==> config.mk <==
export PLATFORM = sky130hd
export DESIGN_NAME = tx_mb_arbiter
export DESIGN_NICKNAME = d
export VERILOG_FILES = /design/src/rtl/tx_arb_pkg.sv /design/src/rtl/tx_mb_slot.sv /design/src/rtl/tx_prio_pick.sv /design/src/rtl/tx_mb_arbiter.sv
export SDC_FILE = /design/constraint.sdc
export NUM_CORES = 1
export LEC_CHECK = 0
export ABC_AREA = 1
export CORE_MARGIN = 1.5
export CORE_UTILIZATION = 35
export DETAILED_ROUTE_END_ITERATION = 6
export SLEW_MARGIN = 40
export SYNTH_ARGS = -nofsm -noshare
export SYNTH_HDL_FRONTEND = slang
export SYNTH_HIERARCHICAL = 1
export SYNTH_SLANG_ARGS = --single-unit
==> constraint.sdc <==
create_clock -name clk -period 18.1 [get_ports clk]
set_input_delay 1.81 -clock clk [delete_from_list [all_inputs] [get_ports clk]]
set_output_delay 1.81 -clock clk [all_outputs]
set_load 0.03 [all_outputs]
==> src/rtl/tx_arb_pkg.sv <==
package tx_arb_pkg;
  // Arbiter control state: idle (free to select) or presenting a frame.
  typedef enum logic {
    ARB_IDLE = 1'b0,
    ARB_BUSY = 1'b1
  } arb_state_e;
endpackage

==> src/rtl/tx_mb_slot.sv <==
module tx_mb_slot #(
  parameter int PRIO_W = 4,
  parameter int ID_W   = 29,
  parameter int LEN_W  = 4
) (
  input  logic              clk,
  input  logic              rst_n,
  input  logic              cfg_we,
  input  logic              cfg_en,
  input  logic [PRIO_W-1:0] cfg_prio,
  input  logic              id_we,
  input  logic [ID_W-1:0]   id_val,
  input  logic              go_we,
  input  logic [LEN_W-1:0]  go_len,
  input  logic              go_rtr,
  input  logic              fin,
  input  logic              fin_abort,
  output logic              en,
  output logic [PRIO_W-1:0] prio,
  output logic [ID_W-1:0]   id,
  output logic [LEN_W-1:0]  len,
  output logic              rtr,
  output logic              pend,
  output logic              aborted,
  output logic              evt
);
  logic              en_q, en_d;
  logic [PRIO_W-1:0] prio_q, prio_d;
  logic [ID_W-1:0]   id_q, id_d;
  logic [LEN_W-1:0]  len_q, len_d;
  logic              rtr_q, rtr_d;
  logic              pend_q, pend_d;
  logic              abt_q, abt_d;
  logic              evt_q, evt_d;
  logic              go_ok;

  assign go_ok = go_we && en_q && !pend_q;

  always_comb begin
    en_d   = en_q;
    prio_d = prio_q;
    id_d   = id_q;
    len_d  = len_q;
    rtr_d  = rtr_q;
    pend_d = pend_q;
    abt_d  = abt_q;
    evt_d  = evt_q;
    if (cfg_we) begin
      en_d   = cfg_en;
      prio_d = cfg_prio;
    end
    if (id_we && !en_q) id_d = id_val;
    if (go_ok) begin
      pend_d = 1'b1;
      abt_d  = 1'b0;
      evt_d  = 1'b0;
      len_d  = go_len;
      rtr_d  = go_rtr;
    end
    if (fin) begin
      pend_d = 1'b0;
      abt_d  = fin_abort;
      evt_d  = 1'b1;
    end
  end

  always_ff @(posedge clk or negedge rst_n) begin
    if (!rst_n) begin
      en_q   <= 1'b0;
      prio_q <= '0;
      id_q   <= '0;
      len_q  <= '0;
      rtr_q  <= 1'b0;
      pend_q <= 1'b0;
      abt_q  <= 1'b0;
      evt_q  <= 1'b0;
    end else begin
      en_q   <= en_d;
      prio_q <= prio_d;
      id_q   <= id_d;
      len_q  <= len_d;
      rtr_q  <= rtr_d;
      pend_q <= pend_d;
      abt_q  <= abt_d;
      evt_q  <= evt_d;
    end
  end

  assign en      = en_q;
  assign prio    = prio_q;
  assign id      = id_q;
  assign len     = len_q;
  assign rtr     = rtr_q;
  assign pend    = pend_q;
  assign aborted = abt_q;
  assign evt     = evt_q;

  AST_ABORT_ONLY_WHEN_READY: assert property (@(posedge clk) disable iff (!rst_n)
    abt_q |-> !pend_q);
  AST_FIN_ONLY_WHEN_PENDING: assert property (@(posedge clk) disable iff (!rst_n)
    fin |-> pend_q);
  AST_GO_CLEARS_FLAGS: assert property (@(posedge clk) disable iff (!rst_n)
    go_ok |=> pend_q && !abt_q && !evt_q);
endmodule

==> src/rtl/tx_prio_pick.sv <==
module tx_prio_pick #(
  parameter int NUM_MB = 4,
  parameter int PRIO_W = 4,
  localparam int IDX_W = (NUM_MB > 1) ? $clog2(NUM_MB) : 1
) (
  input  logic [NUM_MB-1:0]        cand,
  input  logic [NUM_MB*PRIO_W-1:0] prio_flat,
  output logic                     any,
  output logic [IDX_W-1:0]         win
);
  logic [PRIO_W-1:0] best;

  // Strict less-than keeps the earliest (lowest) index on equal values.
  always_comb begin
    any  = 1'b0;
    win  = '0;
    best = '1;
    for (int i = 0; i < NUM_MB; i++) begin
      if (cand[i] && (!any || prio_flat[i*PRIO_W +: PRIO_W] < best)) begin
        any  = 1'b1;
        best = prio_flat[i*PRIO_W +: PRIO_W];
        win  = IDX_W'(i);
      end
    end
  end
endmodule

==> src/rtl/tx_mb_arbiter.sv <==
module tx_mb_arbiter
  import tx_arb_pkg::*;
#(
  parameter int NUM_MB   = 4,
  parameter int FIRST_MB = 12,
  parameter int PRIO_W   = 4,
  parameter int ID_W     = 29,
  parameter int LEN_W    = 4,
  localparam int IDX_W   = (NUM_MB > 1) ? $clog2(NUM_MB) : 1,
  localparam int MB_W    = $clog2(FIRST_MB + NUM_MB)
) (
  input  logic              clk,
  input  logic              rst_n,
  input  logic              cfg_we,
  input  logic [IDX_W-1:0]  cfg_idx,
  input  logic              cfg_en,
  input  logic [PRIO_W-1:0] cfg_prio,
  input  logic              id_we,
  input  logic [IDX_W-1:0]  id_idx,
  input  logic [ID_W-1:0]   id_val,
  input  logic [NUM_MB-1:0] go_mask,
  input  logic [LEN_W-1:0]  go_len,
  input  logic              go_rtr,
  output logic              eng_valid,
  output logic [MB_W-1:0]   eng_mb,
  output logic [ID_W-1:0]   eng_id,
  output logic [LEN_W-1:0]  eng_len,
  output logic              eng_rtr,
  input  logic              eng_done,
  input  logic              eng_abort,
  output logic [NUM_MB-1:0] mb_ready,
  output logic [NUM_MB-1:0] mb_aborted,
  output logic [NUM_MB-1:0] mb_event,
  input  logic [NUM_MB-1:0] irq_en,
  output logic              irq
);
  // Reset: asserted asynchronously, released through two flops.
  logic rst_meta_q, rst_sync_n;
  always_ff @(posedge clk or negedge rst_n) begin
    if (!rst_n) begin
      rst_meta_q <= 1'b0;
      rst_sync_n <= 1'b0;
    end else begin
      rst_meta_q <= 1'b1;
      rst_sync_n <= rst_meta_q;
    end
  end

  logic [NUM_MB-1:0]        slot_en, slot_pend, slot_rtr, fin;
  logic [NUM_MB*PRIO_W-1:0] prio_flat;
  logic [ID_W-1:0]          slot_id  [NUM_MB];
  logic [LEN_W-1:0]         slot_len [NUM_MB];

  arb_state_e       state_q, state_d;
  logic [IDX_W-1:0] sel_q, sel_d;
  logic [ID_W-1:0]  id_q, id_d;
  logic [LEN_W-1:0] len_q, len_d;
  logic             rtr_q, rtr_d;
  logic             pick_any;
  logic [IDX_W-1:0] pick_idx;
  logic             busy;

  assign busy = (state_q == ARB_BUSY);

  for (genvar g = 0; g < NUM_MB; g++) begin : g_slot
    assign fin[g] = busy && eng_done && (sel_q == IDX_W'(g));
    tx_mb_slot #(.PRIO_W(PRIO_W), .ID_W(ID_W), .LEN_W(LEN_W)) slot_i (
      .clk      (clk),
      .rst_n    (rst_sync_n),
      .cfg_we   (cfg_we && (cfg_idx == IDX_W'(g))),
      .cfg_en   (cfg_en),
      .cfg_prio (cfg_prio),
      .id_we    (id_we && (id_idx == IDX_W'(g))),
      .id_val   (id_val),
      .go_we    (go_mask[g]),
      .go_len   (go_len),
      .go_rtr   (go_rtr),
      .fin      (fin[g]),
      .fin_abort(eng_abort),
      .en       (slot_en[g]),
      .prio     (prio_flat[g*PRIO_W +: PRIO_W]),
      .id       (slot_id[g]),
      .len      (slot_len[g]),
      .rtr      (slot_rtr[g]),
      .pend     (slot_pend[g]),
      .aborted  (mb_aborted[g]),
      .evt      (mb_event[g])
    );
  end

  tx_prio_pick #(.NUM_MB(NUM_MB), .PRIO_W(PRIO_W)) pick_i (
    .cand     (slot_en & slot_pend),
    .prio_flat(prio_flat),
    .any      (pick_any),
    .win      (pick_idx)
  );

  // Next state: select only while idle, hold until the engine finishes.
  always_comb begin
    state_d = state_q;
    sel_d   = sel_q;
    id_d    = id_q;
    len_d   = len_q;
    rtr_d   = rtr_q;
    unique case (state_q)
      ARB_IDLE: begin
        if (pick_any) begin
          state_d = ARB_BUSY;
          sel_d   = pick_idx;
          id_d    = slot_id[pick_idx];
          len_d   = slot_len[pick_idx];
          rtr_d   = slot_rtr[pick_idx];
        end
      end
      ARB_BUSY: begin
        if (eng_done) state_d = ARB_IDLE;
      end
      default: state_d = ARB_IDLE;
    endcase
  end

  always_ff @(posedge clk or negedge rst_sync_n) begin
    if (!rst_sync_n) begin
      state_q <= ARB_IDLE;
      sel_q   <= '0;
      id_q    <= '0;
      len_q   <= '0;
      rtr_q   <= 1'b0;
    end else begin
      state_q <= state_d;
      sel_q   <= sel_d;
      id_q    <= id_d;
      len_q   <= len_d;
      rtr_q   <= rtr_d;
    end
  end

  assign eng_valid = busy;
  assign eng_mb    = MB_W'(FIRST_MB) + MB_W'(sel_q);
  assign eng_id    = id_q;
  assign eng_len   = len_q;
  assign eng_rtr   = rtr_q;
  assign mb_ready  = ~slot_pend;
  assign irq       = |(mb_event & irq_en);

  AST_PRESENTED_IS_ARMED: assert property (@(posedge clk) disable iff (!rst_sync_n)
    eng_valid |-> !mb_ready[sel_q]);
  AST_IDLE_GRANTS: assert property (@(posedge clk) disable iff (!rst_sync_n)
    (!eng_valid && |(slot_en & ~mb_ready)) |=> eng_valid);
  AST_NO_PREEMPT: assert property (@(posedge clk) disable iff (!rst_sync_n)
    (eng_valid && !eng_done) |=> eng_valid && $stable(eng_mb) && $stable(eng_id));
  AST_DONE_FREES: assert property (@(posedge clk) disable iff (!rst_sync_n)
    (eng_valid && eng_done) |=> !eng_valid && mb_ready[$past(sel_q)]
                                && mb_event[$past(sel_q)]);
endmodule

==> metrics.cfg, run 1 <==
[cts]
clk_pin_slew_ns=0.06
cts_buffer_depth=3
ctsResizeCount=0
cts_inserted_buffers=23
cts.sinks=207
cts-root-buf=clkbuf_16
post_cts_buffers=0
postCtsHoldBufs=0
cts_tree=built
clock_latency_ns=0.50
htreeDepth=1

[timing]
fin_ws_ns=12.72
tightestPinTransition_ns=0.837
period_share=0.297
hold_viol_final=0
timing.fmax_ghz=0.186
setup_viol=0
setup_tns_ns=0
min_period_ns=5.38
maxSlewViolCount=0
max_slew_margin=0.442
finClkSkew_ns=0.00892
rsz0062_at_grt=no

[critical_path]
r2r-end=eng_id[15]$_DFFE_PN0P_
required_ns=18.54
reg2regPathDepth=33
path_buf_inv=7
cp_top_family=simple AND/OR/NAND/NOR gates
critPathMaxStageDelay_ns=0.53
cp_common_cell=nand2_1
r2r_slack_ns=12.72
crit_type=register to register
start_kind=register
end_kind=register
crit_arrival_ns=5.81
critPathMaxFanout=14
worst_path_max_delay_cell=nand2_1
reg2reg_from=g_slot[0].slot_i/en$_DFFE_PN0P_

[global_route]
grt_pass1_wl_um=45900
antenna_found_initial=0
met2_usage=0.325
grt_pass1_vias=8250
grtUsageMet1=0.278
grt_start_max_net_pins=143
grt_overflow_total=0
grt.total_usage=0.199
grt-busiest-layer=met2
globalRouteMet3Util=0.0304

[place]
gp_congestion=0.787
hpwl_um=16900
place_ws_ns=12.77
port_buffers=106

[finish]
drive_gt1_frac=0.0541
final_cell_mix=nand2_1 (651), dfrtp_1 (206), nand3_1 (171), inv_1 (109), clkdlybuf4s50_1 (106)
layout.nets=1456
area_growth_pct=19.3
layout_commonest_cell=nand2_1
diodes=0
regArea_um2=5180
num-fill-cells=2848
multi_input_area_um2=3970

[routing]
routed-via-count=8578
drc=0
drtPass1Iterations=5
antenna_left=0
vias_per_cell=4.81
initialDrtViolationCount=783
drt-total-wl_um=28800
wl_per_cell_um=16.2

[pwr]
peakVddDrop_uv=90.3
leakage_nw=6.33
cellPowerDensity_nw_per_um2=158

[yosys]
synth_cell_type_count=26
synth_ff_type=dfrtp_1
synthCells=1320
ys_ff_latch=207
mappedNetlistArea_um2=10000
synth-async-reset-ratio=1.00
synth_edf_count=0
yosys_warnings=6
yosysSeqAreaShare=0.517
syn_avg_cell_area_um2=7.59

[floorplanning]
coreArea_um2=28000
die_w_um=172
boundaryPins=109
start_util=0.358
die_h_um=172
die_area_um2=29700
rows=61

[flow_run]
cap_violations=0

[min_path]
hp-class=register to asynchronous set/reset pin

[status]
run_status=complete, no violations

-- worst max path at each step --
| stage | cells past startpoint | endpoint | slack [ns] | startpoint |
|---|---|---|---|---|
| floorplan | 0 | eng_id[0]$_DFFE_PN0P_ | 11.90 | rst_sync_n$_DFF_PN0_ |
| global placement | 32 | eng_id[20]$_DFFE_PN0P_ | 12.96 | g_slot[0].slot_i/en$_DFFE_PN0P_ |
| detailed placement | 35 | eng_id[23]$_DFFE_PN0P_ | 12.77 | g_slot[0].slot_i/en$_DFFE_PN0P_ |
| CTS | 35 | eng_id[22]$_DFFE_PN0P_ | 12.75 | g_slot[0].slot_i/en$_DFFE_PN0P_ |
| global route | 35 | eng_id[20]$_DFFE_PN0P_ | 12.23 | g_slot[0].slot_i/en$_DFFE_PN0P_ |
| finish | 33 | eng_id[15]$_DFFE_PN0P_ | 12.72 | g_slot[0].slot_i/en$_DFFE_PN0P_ |
-- cells in the mapped netlist, types with 2 or more instances --
library cell,count,area share
a21oi_1,8,0.0040
buf_1,4,0.0015
buf_2,35,0.017
buf_4,12,0.0090
buf_6,15,0.017
clkbuf_1,7,0.0026
dfrtp_1,207,0.52
ha_1,7,0.0087
inv_1,109,0.041
inv_2,3,0.0011
inv_4,4,0.0025
nand2_1,652,0.24
nand2_2,7,0.0044
nand2_4,3,0.0034
nand3_1,171,0.085
nand3_2,2,0.0020
nand4_1,21,0.013
nor2_1,6,0.0022
nor2_2,2,0.0012
nor3_1,12,0.0060
o21ai_0,25,0.012
o21ai_1,3,0.0015
or2_2,2,0.0012
-- metrics by stage --
| step | hold slack [ns] | total power, mW | cell area, µm² | cells | util |
|---|---|---|---|---|---|
| after floorplan | 0.331 | 1.21 | 10000 | 1322 | - |
| after global placement | 0.336 | 1.44 | 11200 | 1743 | 0.400 |
| after detailed placement | 0.282 | 1.45 | 11200 | 1744 | 0.401 |
| after CTS | 0.286 | 1.90 | 11900 | 1781 | 0.426 |
| after global routing | 0.306 | 2.02 | 12000 | 1782 | 0.427 |
| final | 0.266 | 1.88 | 12000 | 1782 | 0.427 |
-- logic make-up after synthesis --
family / synth area share
AND/OR/NAND/NOR: 0.363
flip-flops: 0.517
buffers and inverters: 0.0922
AO/OA/AOI/OAI: 0.0187
adder cells (fa/ha/maj): 0.00874
other: 0.000374
-- where the power goes --
group / switching (mW) / total (mW) / internal, mW
Combinational: 0.487 / 0.739 / 0.252
Sequential: 0.0969 / 0.707 / 0.610
Clock: 0.183 / 0.438 / 0.254
Total: 0.768 / 1.88 / 1.12
-- layer usage --
metal	vias up	share of wire	wire length (µm)
li1	4223	-	-
met1	4084	0.46	13200
met2	240	0.46	13400
met3	31	0.064	1860
met4	0	0.015	438
met5	-	0	0
-- registers in the layout, indices dropped and copies added, names as in the netlist, 16 cells and up --
name	flops
g_slot.slot_i/len	16
eng_id	29
g_slot.slot_i/id	116
g_slot.slot_i/prio	16
-- area by class of cell --
cell class	instances	area share
clock buffer	31	0.0523
clock inverter	6	0.00502
sequential	207	0.434
inverter	117	0.0376
multi-input combinational	925	0.332
timing repair buffer	118	0.100
tap	378	0.0396
Power figures use the tool's default switching activity.
==> run 2, diff against run 1 <==
==> constraint.sdc (replaced) <==
create_clock -name clk -period 4.6 [get_ports clk]
set_input_delay 0.46 -clock clk [delete_from_list [all_inputs] [get_ports clk]]
set_output_delay 0.46 -clock clk [all_outputs]
set_load 0.03 [all_outputs]
==> run 2 against run 1 <==
Net effect:
- largest power group unchanged
- die area unchanged
- fmax grew 31%
- sequential share of layout area shrank 0.93 points
- critical endpoint is now eng_id[5]$_DFFE_PN0P_
- critical path depth rose by 5
- routed wire length increased by 1.0%
- global-route usage rose by 0.18 points
==> metrics.cfg, run 2 (synthesis gave the netlist of run 1 again) <==
[cts]
cts-root-buf=clkbuf_16
cts.sinks=207  ; unchanged
postCtsHoldBufs=0  ; unchanged
htreeDepth=1  ; unchanged
cts_buffer_depth=3  ; unchanged
cts_tree=built
cts_inserted_buffers=23  ; unchanged
clock_latency_ns=0.52  ; +0.02 ns
clk_pin_slew_ns=0.06  ; about the same

[global_route]
grt_pass1_vias=8295  ; +0.55%
grt_overflow_total=0  ; unchanged
grt_start_max_net_pins=73  ; -49%
grt_pass1_wl_um=46400  ; +1.2%
grt.total_usage=0.201  ; +0.00181
antenna_found_initial=1  ; +1

[timing]
rsz0062_at_grt=no
setup_tns_ns=0  ; unchanged
period_share=0.892  ; +0.595
tightestPinTransition_ns=0.845  ; +0.00817 ns
min_period_ns=4.10  ; -1.27 ns
finalHoldWorstSlack_ns=0.0995  ; -0.166 ns
hold_viol_final=0  ; unchanged
setup_viol=0  ; unchanged
maxSlewViolCount=0  ; unchanged
max_slew_margin=0.434  ; -0.00744
finClkSkew_ns=0.0139  ; +0.00498 ns
timing.fmax_ghz=0.244  ; +31%

[floorplanning]
die_h_um=172  ; unchanged
die_area_um2=29700  ; unchanged
coreArea_um2=28000  ; unchanged
die_w_um=172  ; unchanged
rows=61  ; unchanged
start_util=0.358  ; unchanged
boundaryPins=109  ; unchanged

[finish]
num-fill-cells=2856  ; +0.28%
drive_gt1_frac=0.0670  ; +0.0129
layout.cells.non_filler=1796  ; +0.79%
layout.nets=1464  ; +0.55%
regArea_um2=5180  ; about the same
final_cell_mix=nand2_1 (650), dfrtp_1 (205), nand3_1 (171), inv_1 (108), clkdlybuf4s50_1 (106)
multi_input_area_um2=3970  ; about the same
largest_reg_flops=116  ; unchanged
area_growth_pct=21.9
layout_commonest_cell=nand2_1

[status]
run_status=complete, no violations

[pwr]
leakage_nw=6.47  ; +2.2%
p_total_mw=7.83  ; +320%
peakVddDrop_uv=270  ; +200%
cellPowerDensity_nw_per_um2=641  ; +310%

[critical_path]
critPathMaxStageDelay_ns=0.37  ; -0.16 ns
critPathMaxFanout=27  ; +13
end_kind=register
cp_top_family=simple AND/OR/NAND/NOR gates
crit_arrival_ns=4.50  ; -1.31 ns
path_buf_inv=8  ; +1
cp_common_cell=nand2_1
required_ns=5.00  ; -13.54 ns
worst_path_max_delay_cell=dfrtp_1
crit_type=register to register
start_kind=register

[routing]
vias_per_cell=4.80  ; -0.20%
drt-total-wl_um=29100  ; +1.0%
drc=0  ; unchanged
routed-via-count=8628  ; +0.58%
initialDrtViolationCount=631  ; -19%
antenna_left=0  ; unchanged
wl_per_cell_um=16.2  ; +0.23%
drtPass1Iterations=5  ; unchanged

[place]
hpwl_um=17500  ; +3.3%
port_buffers=106  ; unchanged
gp_congestion=0.835  ; +6.1%
placedCellCount=1751  ; +0.40%

[flow_run]
cap_violations=0  ; unchanged

[min_path]
hp-class=input port to asynchronous set/reset pin

## run 2: what timing repair did
action	4_1_cts	5_1_grt
buffers inserted	0	1
gates resized for setup	0	7
setup endpoints to repair	0	36
## run 2: final cells by class
type	count	share of cell area
inverters	117	0.0368
well taps	378	0.0387
diodes	1	0.000205
repair buffers	126	0.106
flip-flops and latches	207	0.424
clock buffers	34	0.0570
multi-input cells	925	0.325
clock inverters	8	0.0118
## run 2: path summary, 6_finish.rpt
path                                                         from                             endpoint  slack (ns)  cells after the start
worst min-delay path                                        rst_n                 rst_sync_n$_DFF_PN0_         0.1                      1
min in group clk                             rst_meta_q$_DFF_PN0_                 rst_sync_n$_DFF_PN0_        0.35                      0
worst max-delay path            g_slot[0].slot_i/pend$_DFFE_PN0P_                eng_id[5]$_DFFE_PN0P_        0.50                     38
max in group asynchronous                    rst_sync_n$_DFF_PN0_      g_slot[0].slot_i/en$_DFFE_PN0P_        3.42                      1
worst max register to register  g_slot[0].slot_i/pend$_DFFE_PN0P_                eng_id[5]$_DFFE_PN0P_        0.50                     38
worst min register to register               rst_sync_n$_DFF_PN0_  g_slot[2].slot_i/id[16]$_DFFE_PN0P_        0.33                      0
## run 2: metrics by stage
step / setup WS [ns] / util / instance area (µm²)
after global routing: 0.0673 / 0.436 / 12200
after global placement: 0.347 / 0.403 / 11300
final: 0.495 / 0.436 / 12200
after detailed placement: 0.243 / 0.404 / 11300
after CTS: 0.211 / 0.434 / 12200
after floorplan: 0.909 / - / 10000
## run 2: layer usage
metal | wire length (µm) | track usage | up-vias
li1 | - | - | 4243
met1 | 13400 | 0.276 | 4139
met2 | 13700 | 0.336 | 212
met3 | 1550 | 0.0245 | 34
met4 | 527 | 0.0518 | 0
met5 | 0 | 0 | -
## run 2: power breakdown
part / switching (mW) / internal, mW
sequential: 0.387 / 2.40
combinational: 1.94 / 1.08
clock: 0.752 / 1.27
total: 3.08 / 4.75
